### src/rtl/pcr_pkg.sv
package pcr_pkg;

    parameter int IDX_W   = 6;
    parameter int DATA_W  = 64;
    parameter int ASN_W   = 7;
    parameter int NUM_SCR = 4;
    parameter int NUM_IDX = 29;
    localparam int HALF_W = DATA_W / 2;

    typedef enum logic [1:0] {ACC_NONE, ACC_RW, ACC_RO, ACC_WO} acc_e;

    typedef enum logic [2:0] {
        FX_NONE, FX_I_ALL, FX_I_PROC, FX_I_ONE, FX_D_ALL, FX_D_PROC, FX_D_ONE
    } fx_e;

    typedef struct packed {
        acc_e              acc;
        logic [DATA_W-1:0] keep;
        logic              clr;
        logic              cyc;
        fx_e               fx;
    } rule_t;

    localparam logic [IDX_W-1:0] IX_BASE  = 6'd4;
    localparam logic [IDX_W-1:0] IX_EADDR = 6'd5;
    localparam logic [IDX_W-1:0] IX_TREQ  = 6'd6;
    localparam logic [IDX_W-1:0] IX_TEN   = 6'd7;
    localparam logic [IDX_W-1:0] IX_PRIO  = 6'd8;
    localparam logic [IDX_W-1:0] IX_IMODE = 6'd9;
    localparam logic [IDX_W-1:0] IX_DMODE = 6'd10;
    localparam logic [IDX_W-1:0] IX_SWINT = 6'd11;
    localparam logic [IDX_W-1:0] IX_ESUM  = 6'd12;
    localparam logic [IDX_W-1:0] IX_EMASK = 6'd13;
    localparam logic [IDX_W-1:0] IX_CYC   = 6'd14;
    localparam logic [IDX_W-1:0] IX_IASN  = 6'd15;
    localparam logic [IDX_W-1:0] IX_DASN  = 6'd16;
    localparam logic [IDX_W-1:0] IX_INTID = 6'd17;
    localparam logic [IDX_W-1:0] IX_MMST  = 6'd18;
    localparam logic [IDX_W-1:0] IX_PTET  = 6'd19;
    localparam logic [IDX_W-1:0] IX_ICLR  = 6'd20;
    localparam logic [IDX_W-1:0] IX_DCFL  = 6'd21;
    localparam logic [IDX_W-1:0] IX_ICFL  = 6'd22;
    localparam logic [IDX_W-1:0] IX_IALL  = 6'd23;
    localparam logic [IDX_W-1:0] IX_IPROC = 6'd24;
    localparam logic [IDX_W-1:0] IX_IONE  = 6'd25;
    localparam logic [IDX_W-1:0] IX_DALL  = 6'd26;
    localparam logic [IDX_W-1:0] IX_DPROC = 6'd27;
    localparam logic [IDX_W-1:0] IX_DONE  = 6'd28;

    localparam logic [DATA_W-1:0] M_FULL  = '1;
    localparam logic [DATA_W-1:0] M_EADDR = ~64'h2;
    localparam logic [DATA_W-1:0] M_TRAP  = 64'hF;
    localparam logic [DATA_W-1:0] M_PRIO  = 64'h1F;
    localparam logic [DATA_W-1:0] M_MODE  = 64'h18;
    localparam logic [DATA_W-1:0] M_SWINT = 64'h7FFF0;
    localparam logic [DATA_W-1:0] M_IASN  = 64'h7F0;
    localparam logic [DATA_W-1:0] M_DASN  = 64'hFE00_0000_0000_0000;

    localparam int IASN_LO = 4;
    localparam int DASN_LO = 57;

    function automatic rule_t mk(acc_e a, logic [DATA_W-1:0] k, logic c, logic y, fx_e f);
        rule_t r;
        r.acc  = a;
        r.keep = k;
        r.clr  = c;
        r.cyc  = y;
        r.fx   = f;
        return r;
    endfunction

    function automatic rule_t rule_of(input logic [IDX_W-1:0] ix);
        rule_t r;
        r = mk(ACC_NONE, '0, 1'b0, 1'b0, FX_NONE);
        if (int'(ix) < NUM_SCR) begin
            r = mk(ACC_RW, M_FULL, 1'b0, 1'b0, FX_NONE);
        end else begin
            case (ix)
                IX_BASE:  r = mk(ACC_RW, M_FULL,  1'b0, 1'b0, FX_NONE);
                IX_EADDR: r = mk(ACC_RW, M_EADDR, 1'b0, 1'b0, FX_NONE);
                IX_TREQ,
                IX_TEN:   r = mk(ACC_RW, M_TRAP,  1'b0, 1'b0, FX_NONE);
                IX_PRIO:  r = mk(ACC_RW, M_PRIO,  1'b0, 1'b0, FX_NONE);
                IX_IMODE,
                IX_DMODE: r = mk(ACC_RW, M_MODE,  1'b0, 1'b0, FX_NONE);
                IX_SWINT: r = mk(ACC_RW, M_SWINT, 1'b0, 1'b0, FX_NONE);
                IX_ESUM,
                IX_EMASK: r = mk(ACC_RW, '0,      1'b1, 1'b0, FX_NONE);
                IX_CYC:   r = mk(ACC_RW, M_FULL,  1'b0, 1'b1, FX_NONE);
                IX_IASN:  r = mk(ACC_RW, M_IASN,  1'b0, 1'b0, FX_NONE);
                IX_DASN:  r = mk(ACC_RW, M_DASN,  1'b0, 1'b0, FX_NONE);
                IX_INTID,
                IX_MMST,
                IX_PTET:  r = mk(ACC_RO, '0,      1'b0, 1'b0, FX_NONE);
                IX_ICLR,
                IX_DCFL,
                IX_ICFL:  r = mk(ACC_WO, '0,      1'b0, 1'b0, FX_NONE);
                IX_IALL:  r = mk(ACC_WO, '0,      1'b0, 1'b0, FX_I_ALL);
                IX_IPROC: r = mk(ACC_WO, '0,      1'b0, 1'b0, FX_I_PROC);
                IX_IONE:  r = mk(ACC_WO, '0,      1'b0, 1'b0, FX_I_ONE);
                IX_DALL:  r = mk(ACC_WO, '0,      1'b0, 1'b0, FX_D_ALL);
                IX_DPROC: r = mk(ACC_WO, '0,      1'b0, 1'b0, FX_D_PROC);
                IX_DONE:  r = mk(ACC_WO, '0,      1'b0, 1'b0, FX_D_ONE);
                default:  r = mk(ACC_NONE, '0,    1'b0, 1'b0, FX_NONE);
            endcase
        end
        return r;
    endfunction

    function automatic logic is_stored(input int ix);
        return rule_of(IDX_W'(ix)).acc == ACC_RW;
    endfunction

endpackage

### src/rtl/pcr_decode.sv
module pcr_decode
    import pcr_pkg::*;
(
    input  logic             clk,
    input  logic             rst,
    input  logic             rd_en,
    input  logic             wr_en,
    input  logic [IDX_W-1:0] idx,
    output rule_t            rule,
    output logic             rd_ok,
    output logic             wr_ok,
    output logic             fault
);

    always_comb begin
        rule  = rule_of(idx);
        rd_ok = (rule.acc == ACC_RW) || (rule.acc == ACC_RO);
        wr_ok = (rule.acc == ACC_RW) || (rule.acc == ACC_WO);
        fault = (rd_en && !rd_ok) || (wr_en && !wr_ok);
    end

    // a fault only appears while an access is presented
    assert_fault_needs_access_R2: assert property (@(posedge clk) disable iff (rst)
        fault |-> (rd_en || wr_en));

    // writes to read-only indices always fault
    assert_ro_write_faults_R2: assert property (@(posedge clk) disable iff (rst)
        (wr_en && idx >= IX_INTID && idx <= IX_PTET) |-> fault);

endmodule

### src/rtl/pcr_cycle.sv
module pcr_cycle
    import pcr_pkg::*;
#(
    parameter int CNT_W = HALF_W
) (
    input  logic             clk,
    input  logic             rst,
    output logic [CNT_W-1:0] cnt
);

    always_ff @(posedge clk) begin
        if (rst) cnt <= '0;
        else     cnt <= cnt + 1'b1;
    end

    // the counter advances by exactly one per cycle
    assert_cycle_step_R4: assert property (@(posedge clk) disable iff (rst)
        !$past(rst) |-> cnt == $past(cnt) + 1'b1);

endmodule

### src/rtl/pcr_store.sv
module pcr_store
    import pcr_pkg::*;
(
    input  logic                            clk,
    input  logic                            rst,
    input  logic                            wr_en,
    input  logic                            wr_ok,
    input  logic [IDX_W-1:0]                idx,
    input  logic [DATA_W-1:0]               wr_data,
    input  rule_t                           rule,
    output logic [NUM_IDX-1:0][DATA_W-1:0]  q
);

    logic [DATA_W-1:0] wval;
    logic              wfire;

    always_comb begin
        wfire = wr_en && wr_ok && (rule.acc == ACC_RW);
        wval  = rule.clr ? '0 : (wr_data & rule.keep);
    end

    for (genvar g = 0; g < NUM_IDX; g++) begin : g_reg
        if (is_stored(g)) begin : g_keep
            logic [DATA_W-1:0] r;
            always_ff @(posedge clk) begin
                if (rst)                               r <= '0;
                else if (wfire && idx == IDX_W'(g))    r <= wval;
            end
            assign q[g] = r;
        end else begin : g_none
            assign q[g] = '0;
        end
    end

    // a rejected write leaves all stored state untouched
    assert_bad_write_stable_R2: assert property (@(posedge clk) disable iff (rst)
        (wr_en && !wr_ok) |=> $stable(q));

    // exception address bit 1 never holds a one
    assert_eaddr_bit1_R5: assert property (@(posedge clk) disable iff (rst)
        q[IX_EADDR][1] == 1'b0);

    // priority level holds nothing above bit 4
    assert_prio_field_R6: assert property (@(posedge clk) disable iff (rst)
        q[IX_PRIO][DATA_W-1:5] == '0);

    // software interrupt request holds nothing outside [18:4]
    assert_swint_field_R7: assert property (@(posedge clk) disable iff (rst)
        (q[IX_SWINT] & ~M_SWINT) == '0);

    // a write to the summary register leaves it zero
    assert_sum_clear_R8: assert property (@(posedge clk) disable iff (rst)
        (wr_en && idx == IX_ESUM) |=> q[IX_ESUM] == '0);

endmodule

### src/rtl/pcr_strobe.sv
module pcr_strobe
    import pcr_pkg::*;
(
    input  logic              clk,
    input  logic              rst,
    input  logic              fire,
    input  fx_e               fx,
    input  logic [DATA_W-1:0] wr_data,
    input  logic [ASN_W-1:0]  asn_i,
    input  logic [ASN_W-1:0]  asn_d,
    output logic              i_all,
    output logic              i_proc,
    output logic              i_addr,
    output logic              d_all,
    output logic              d_proc,
    output logic              d_addr,
    output logic [DATA_W-1:0] va,
    output logic [ASN_W-1:0]  asn
);

    always_ff @(posedge clk) begin
        if (rst) begin
            i_all  <= 1'b0;
            i_proc <= 1'b0;
            i_addr <= 1'b0;
            d_all  <= 1'b0;
            d_proc <= 1'b0;
            d_addr <= 1'b0;
            va     <= '0;
            asn    <= '0;
        end else begin
            i_all  <= fire && fx == FX_I_ALL;
            i_proc <= fire && fx == FX_I_PROC;
            i_addr <= fire && fx == FX_I_ONE;
            d_all  <= fire && fx == FX_D_ALL;
            d_proc <= fire && fx == FX_D_PROC;
            d_addr <= fire && fx == FX_D_ONE;
            if (fire && fx == FX_I_ONE) begin
                va  <= wr_data;
                asn <= asn_i;
            end else if (fire && fx == FX_D_ONE) begin
                va  <= wr_data;
                asn <= asn_d;
            end
        end
    end

    // at most one strobe per cycle
    assert_strobe_onehot_R9: assert property (@(posedge clk) disable iff (rst)
        $onehot0({i_all, i_proc, i_addr, d_all, d_proc, d_addr}));

    // strobes follow a write and stay only one cycle
    assert_iall_pulse_R9: assert property (@(posedge clk) disable iff (rst)
        (i_all && !(fire && fx == FX_I_ALL)) |=> !i_all);
    assert_dall_cause_R9: assert property (@(posedge clk) disable iff (rst)
        (!$past(rst) && d_all) |-> $past(fire));

    // address flush carries the data written in the cycle before
    assert_iaddr_va_R10: assert property (@(posedge clk) disable iff (rst)
        (fire && fx == FX_I_ONE) |=> (i_addr && va == $past(wr_data)));

endmodule

### src/rtl/pcr_bank.sv
module pcr_bank
    import pcr_pkg::*;
(
    input  logic              clk,
    input  logic              rst,
    input  logic              rd_en,
    input  logic              wr_en,
    input  logic [IDX_W-1:0]  idx,
    input  logic [DATA_W-1:0] wr_data,
    output logic [DATA_W-1:0] rd_data,
    output logic              fault_o,
    input  logic [DATA_W-1:0] intr_id_i,
    input  logic [DATA_W-1:0] mm_stat_i,
    input  logic [DATA_W-1:0] pte_temp_i,
    output logic              iflush_all_o,
    output logic              iflush_proc_o,
    output logic              iflush_addr_o,
    output logic              dflush_all_o,
    output logic              dflush_proc_o,
    output logic              dflush_addr_o,
    output logic [DATA_W-1:0] flush_va_o,
    output logic [ASN_W-1:0]  flush_asn_o
);

    rule_t                          rule;
    logic                           rd_ok;
    logic                           wr_ok;
    logic [NUM_IDX-1:0][DATA_W-1:0] q;
    logic [HALF_W-1:0]              cnt;
    logic [DATA_W-1:0]              ro_val;
    logic [DATA_W-1:0]              iasn_reg;
    logic [DATA_W-1:0]              dasn_reg;

    pcr_decode u_dec (
        .clk   (clk),
        .rst   (rst),
        .rd_en (rd_en),
        .wr_en (wr_en),
        .idx   (idx),
        .rule  (rule),
        .rd_ok (rd_ok),
        .wr_ok (wr_ok),
        .fault (fault_o)
    );

    pcr_store u_store (
        .clk     (clk),
        .rst     (rst),
        .wr_en   (wr_en),
        .wr_ok   (wr_ok),
        .idx     (idx),
        .wr_data (wr_data),
        .rule    (rule),
        .q       (q)
    );

    pcr_cycle #(.CNT_W(HALF_W)) u_cyc (
        .clk (clk),
        .rst (rst),
        .cnt (cnt)
    );

    assign iasn_reg = q[IX_IASN];
    assign dasn_reg = q[IX_DASN];

    pcr_strobe u_stb (
        .clk     (clk),
        .rst     (rst),
        .fire    (wr_en && wr_ok),
        .fx      (rule.fx),
        .wr_data (wr_data),
        .asn_i   (iasn_reg[IASN_LO +: ASN_W]),
        .asn_d   (dasn_reg[DASN_LO +: ASN_W]),
        .i_all   (iflush_all_o),
        .i_proc  (iflush_proc_o),
        .i_addr  (iflush_addr_o),
        .d_all   (dflush_all_o),
        .d_proc  (dflush_proc_o),
        .d_addr  (dflush_addr_o),
        .va      (flush_va_o),
        .asn     (flush_asn_o)
    );

    always_comb begin
        case (idx)
            IX_INTID: ro_val = intr_id_i;
            IX_MMST:  ro_val = mm_stat_i;
            IX_PTET:  ro_val = pte_temp_i;
            default:  ro_val = '0;
        endcase
    end

    always_comb begin
        rd_data = '0;
        if (rule.acc == ACC_RW) begin
            if (rule.cyc) rd_data = {q[idx][DATA_W-1:HALF_W], cnt};
            else          rd_data = q[idx];
        end else if (rule.acc == ACC_RO) begin
            rd_data = ro_val;
        end
    end

    // a faulting read returns zero
    assert_bad_read_zero_R1: assert property (@(posedge clk) disable iff (rst)
        (rd_en && !wr_en && fault_o) |-> rd_data == '0);

    // read-only reads pass the hardware value through
    assert_ro_read_R3: assert property (@(posedge clk) disable iff (rst)
        (rd_en && idx == IX_MMST) |-> (rd_data == mm_stat_i && !fault_o));

    // strobes are quiet in the cycle after reset
    assert_reset_quiet_R12: assert property (@(posedge clk)
        $past(rst) |-> !(iflush_all_o || dflush_all_o || iflush_addr_o || dflush_addr_o));

endmodule

### config.mk
export PLATFORM = sky130hd
export DESIGN_NAME = pcr_bank
export DESIGN_NICKNAME = d
export VERILOG_FILES = /design/src/rtl/pcr_pkg.sv /design/src/rtl/pcr_decode.sv /design/src/rtl/pcr_cycle.sv /design/src/rtl/pcr_store.sv /design/src/rtl/pcr_strobe.sv /design/src/rtl/pcr_bank.sv
export SDC_FILE = /design/constraint.sdc
export NUM_CORES = 2
export LEC_CHECK = 0
export ABC_AREA = 1
export BUFFER_PORTS_ARGS = -buffer_cell sky130_fd_sc_hd__buf_2
export CAP_MARGIN = 10
export CORE_MARGIN = 2
export CORE_UTILIZATION = 30
export CTS_BUF_LIST = sky130_fd_sc_hd__clkbuf_2 sky130_fd_sc_hd__clkbuf_4 sky130_fd_sc_hd__clkbuf_8
export DETAILED_ROUTE_END_ITERATION = 16
export REMOVE_ABC_BUFFERS = 1
export SLEW_MARGIN = 30
export SYNTH_ARGS = -nofsm -noshare
export SYNTH_HDL_FRONTEND = slang
export SYNTH_SLANG_ARGS = --single-unit
export TNS_END_PERCENT = 20
### constraint.sdc
create_clock -name clk -period 3.9 [get_ports clk]
set_clock_uncertainty 0.2 [all_clocks]
set_input_delay 0.195 -clock clk [delete_from_list [all_inputs] [get_ports clk]]
set_output_delay 0.195 -clock clk [all_outputs]
set_load 0.03 [all_outputs]
==> results <==
- The post-detailed-placement half-perimeter wirelength is ~120000 um.
- Relative to the synthesized area, the layout overhead comes to 18.7%.
- The number of placement rows is about 160.
- The worst slew margin relative to its limit is ~29%.
- The total routing resource utilization after global routing is approximately a fifth.
- The total grt overflow is 0.
- The number of vias per cell is between 4 and 5.
- In the routed design, unresolved DRC markers number 0.
- The share of synthesized flip-flops with an asynchronous set or reset is 0%.
- The final hold slack is between 50 and 60 ps.
- The tree is rooted in a sky130_fd_sc_hd__clkbuf_8.
- A synthesized cell averages between 6 and 7 um^2.
- The number of antenna violations at the first check in global routing is 10.
- The worst hold path begins at idx[0].
- The achievable clock frequency is between 200 and 300 MHz.
- Once the floorplan was initialized, standard cells occupied a little under a third of the core.
- Setup repair after global routing left no endpoint under its margin.
- Buffers inserted during clock tree synthesis total between 150 and 200.
- The biggest area contributor in the post-synthesis netlist is sky130_fd_sc_hd__dfxtp_1.
- The worst path needs between 3000 and 4000 ps of the cycle, external delays included.
- The final-report hold violation count was 0.
- The synthesized cell area is 54900 um^2.
- The first global-routing pass estimated between 300000 and 400000 um of wire.
- The worst register-to-register path begins at u_cyc.cnt[0].
- The total number of vias is 55700.
- TritonCTS built the clock tree.
- The clock insertion delay at the later pin of the skew report is between 900 and 1000 ps.
- The floorplan step set the die width to 432 um.
- At the worst endpoint, the arrival time is 3250 ps.
- In this run, synthesis inferred 0 flip-flops with an integrated enable.
- After routing, the total negative slack on setup checks comes to 0 ps.
- The category of the most critical setup path is in2out.
- The floorplan step set the die height to between 400 and 500 um.
- The share of the cycle needed by the critical path after routing is 93.4%.
- Entering global routing, the biggest net connects between 200 and 250 pins.
- By area the synthesized netlist is led by sky130_fd_sc_hd__dfxtp_1, sky130_fd_sc_hd__nand2_1, sky130_fd_sc_hd__nor2_1, sky130_fd_sc_hd__inv_1, sky130_fd_sc_hd__a21oi_1.
- The placed instances occupy a cell area of between 50000 and 60000 um^2.
- Buffers placed on the I/O ports in this run total 407.
- Across the VDD grid, the largest voltage drop is about 370 uV.
- Clock-pin slew was measured on the worst setup and hold paths at ~60 ps.
- The final max-slew violation count was 0.
- The total of warnings raised by yosys is 0.
- The design draws roughly 26 mW.
- The most used flip-flop cell after synthesis is sky130_fd_sc_hd__dfxtp_1.
- At the end of routability-driven placement, the weighted congestion stood at roughly 0.85.
- For this block, the initial DRC count from the detailed router was between 4000 and 5000.
- The run finished with clean final reports.
- Across the run, the number of max-cap violations was 0.
- The count of final setup violators is 0.
- The H-tree generated during clock tree synthesis spans 4 levels.
- The maximum fanout along the worst path is 30.
- The finished cells cover around 65000 um^2.
- The floorplan step defined a die boundary enclosing ~190000 um^2.
- The final wirelength is between 150000 and 200000 um.
- The flip-flop and latch count after synthesis is about 1200.
- The number of nets in the finished design is between 9000 and 10000.
- At the pin with the least slew margin, the transition time is between 1000 and 1500 ps.
- Synthesis produced ~8900 cells.
- The number of nets still failing antenna checks after routing is 0.
- The first TritonRoute pass finished after 6 iterations.
- In this run the static leakage power is between 30 and 40 nW.
- The routed wirelength normalized by instance count is about 17 um.
- The tightest min-delay check is of the in2reg type.
- Tracing the worst setup path back leads to its startpoint at idx[1].
- The kind of capture point of the worst setup path is an output port.
- The sequential cell area fraction in the yosys report is 43.6%.
- Once layout is complete, the cells apart from fillers number 11800.
- The floorplan step defined a core boundary enclosing between 150000 and 200000 um^2.
- The sink count of the clock tree is around 1200.
- The number of global-route vias before repair came to 52600.
- The critical path startpoint category is an input pin.
- The top-level port count is about 400.
- The data required time of the worst path is 3500 ps.
- In this run the deepest clock path goes through 3 buffers.
- The fraction of final layout cells sized beyond drive strength 1 is a little over a tenth.
- Once placement completed, the tool counted placed cells totaling roughly 11000.
- Dividing total power by cell area gives a power density of 395 nW/um^2.
- The share of the synthesized area in the top cell type is a little over two fifths.
- The number of distinct library cells after synthesis is 36.
## power by group
| part | total, mW | leakage (nW) | internal, mW | switching [mW] |
|---|---|---|---|---|
| clock network | 12.1 | 2.30 | 6.72 | 5.34 |
| logic | 1.44 | 19.7 | 0.355 | 1.08 |
| registers | 12.2 | 9.64 | 12.2 | 0.00513 |
| total | 25.7 | 31.7 | 19.3 | 6.43 |
## routing by layer
layer | vias up | global-route usage, % | wire (um)
met5 | - | 0 | 0
li1 | 27600 | - | -
met2 | 1835 | 35.9 | 94300
met4 | 0 | 10.9 | 10400
met3 | 401 | 2.84 | 12700
met1 | 25900 | 25.2 | 82500
## cells in the final DEF (no fill, tap or decap), types with 6 or more instances in the layout
| cell | instances |
|---|---|
| sky130_fd_sc_hd__nand2_1 | 4033 |
| sky130_fd_sc_hd__dfxtp_1 | 1197 |
| sky130_fd_sc_hd__nor2_1 | 1128 |
| sky130_fd_sc_hd__inv_1 | 712 |
| sky130_fd_sc_hd__a21oi_1 | 494 |
| sky130_fd_sc_hd__nand3_1 | 415 |
| sky130_fd_sc_hd__buf_2 | 404 |
| sky130_fd_sc_hd__clkbuf_8 | 260 |
| sky130_fd_sc_hd__o21ai_0 | 222 |
| sky130_fd_sc_hd__dlygate4sd3_1 | 140 |
| sky130_fd_sc_hd__buf_4 | 104 |
| sky130_fd_sc_hd__clkbuf_4 | 70 |
| sky130_fd_sc_hd__buf_12 | 37 |
| sky130_fd_sc_hd__nand4_1 | 23 |
| sky130_fd_sc_hd__nor3_1 | 18 |
| sky130_fd_sc_hd__clkinv_2 | 15 |
| sky130_fd_sc_hd__inv_2 | 12 |
| sky130_fd_sc_hd__or2_2 | 9 |
| sky130_fd_sc_hd__nor2_4 | 8 |
| sky130_fd_sc_hd__nand3_4 | 6 |
| sky130_fd_sc_hd__nor3b_2 | 6 |
## Yosys cell counts, types with 3 or more instances
cell type and instances:
sky130_fd_sc_hd__dfxtp_1 1197, sky130_fd_sc_hd__nand3b_1 3, sky130_fd_sc_hd__clkbuf_1 412, sky130_fd_sc_hd__nor2_4 6, sky130_fd_sc_hd__nor3_1 18, sky130_fd_sc_hd__ha_1 3, sky130_fd_sc_hd__o21ai_0 224, sky130_fd_sc_hd__nor2_2 4
sky130_fd_sc_hd__nand4_2 3, sky130_fd_sc_hd__a21oi_1 494, sky130_fd_sc_hd__buf_2 113, sky130_fd_sc_hd__inv_2 15, sky130_fd_sc_hd__buf_1 49, sky130_fd_sc_hd__inv_1 716, sky130_fd_sc_hd__xor2_1 5, sky130_fd_sc_hd__nand2_1 4034
sky130_fd_sc_hd__nand3_2 5, sky130_fd_sc_hd__nand4_1 23, sky130_fd_sc_hd__nand3_1 421, sky130_fd_sc_hd__nor2_1 1131, sky130_fd_sc_hd__nor3b_1 3, sky130_fd_sc_hd__nor3b_2 6, sky130_fd_sc_hd__or2_2 9
## path summary, 6_finish.rpt
path / to / slack [ps] / depth (start not counted)
worst max-delay path: rd_data[46] / 260 / 14
worst min-delay path: u_store.g_reg[10].g_keep.r[3] / 50 / 7
worst max register to register: u_cyc.cnt[22] / 1690 / 8
worst min register to register: u_store.g_reg[16].g_keep.r[42] / 240 / 2
## critical path, cell delays in order
cell and delay [ps]:
sky130_fd_sc_hd__clkbuf_8 200, sky130_fd_sc_hd__inv_8 130, sky130_fd_sc_hd__nand2_1 110, sky130_fd_sc_hd__dlygate4sd3_1 560, sky130_fd_sc_hd__buf_4 290, sky130_fd_sc_hd__nor2_1 80, sky130_fd_sc_hd__nand2_1 140, sky130_fd_sc_hd__clkinv_2 560
sky130_fd_sc_hd__buf_12 420, sky130_fd_sc_hd__nand2_1 100, sky130_fd_sc_hd__nand3_1 70, sky130_fd_sc_hd__nand2_1 70, sky130_fd_sc_hd__nand2_1 50, sky130_fd_sc_hd__buf_2 170
## cell families after synthesis
logic type / Yosys count / synth area share (%)
simple gates: 5669 / 40.3
buf+inv: 1307 / 9.21
flops: 1197 / 43.6
compound gates: 727 / 6.72
xor+xnor: 6 / 0.0957
fa+ha+maj: 3 / 0.0684
## state kept, by name (all words and copies together), names as in the netlist
register and flops:
u_stb.asn 7, u_stb.d_addr 1, u_store.g.g_keep.r 1088, u_cyc.cnt 32, u_stb.d_proc 1, u_stb.i_all 1, u_stb.d_all 1, u_stb.va 64
u_stb.i_addr 1, u_stb.i_proc 1
## stage by stage
stage / setup slack (ps) / utilization [%]
5_1_grt: 97.6 / 35.7
4_1_cts: 25.8 / 35.7
3_3_place_gp: 520 / 32.5
3_5_place_dp: 571 / 32.5
6_report: 256 / 35.7
2_1_floorplan: -10340 / -
## area by class of cell
| type | instances | area (um^2) |
|---|---|---|
| antenna | 5 | 12.5 |
| multi-input combinational | 6405 | 26000 |
| timing repair buffer | 693 | 5080 |
| clock buffer | 328 | 4080 |
| fill | 19500 | 117000 |
| clock inverter | 28 | 264 |
| tap | 2385 | 2980 |
| inverter | 731 | 2770 |
| sequential | 1197 | 24000 |
## what timing repair did
| action | in CTS | in global routing |
|---|---|---|
| endpoints found under the setup margin | 0 | 64 |
| buffers inserted | 0 | 0 |
| gates resized for setup | 0 | 4 |
| hold buffers | 141 | 0 |
| hold endpoints to repair | 899 | 0 |
Power figures use the tool's default switching activity.
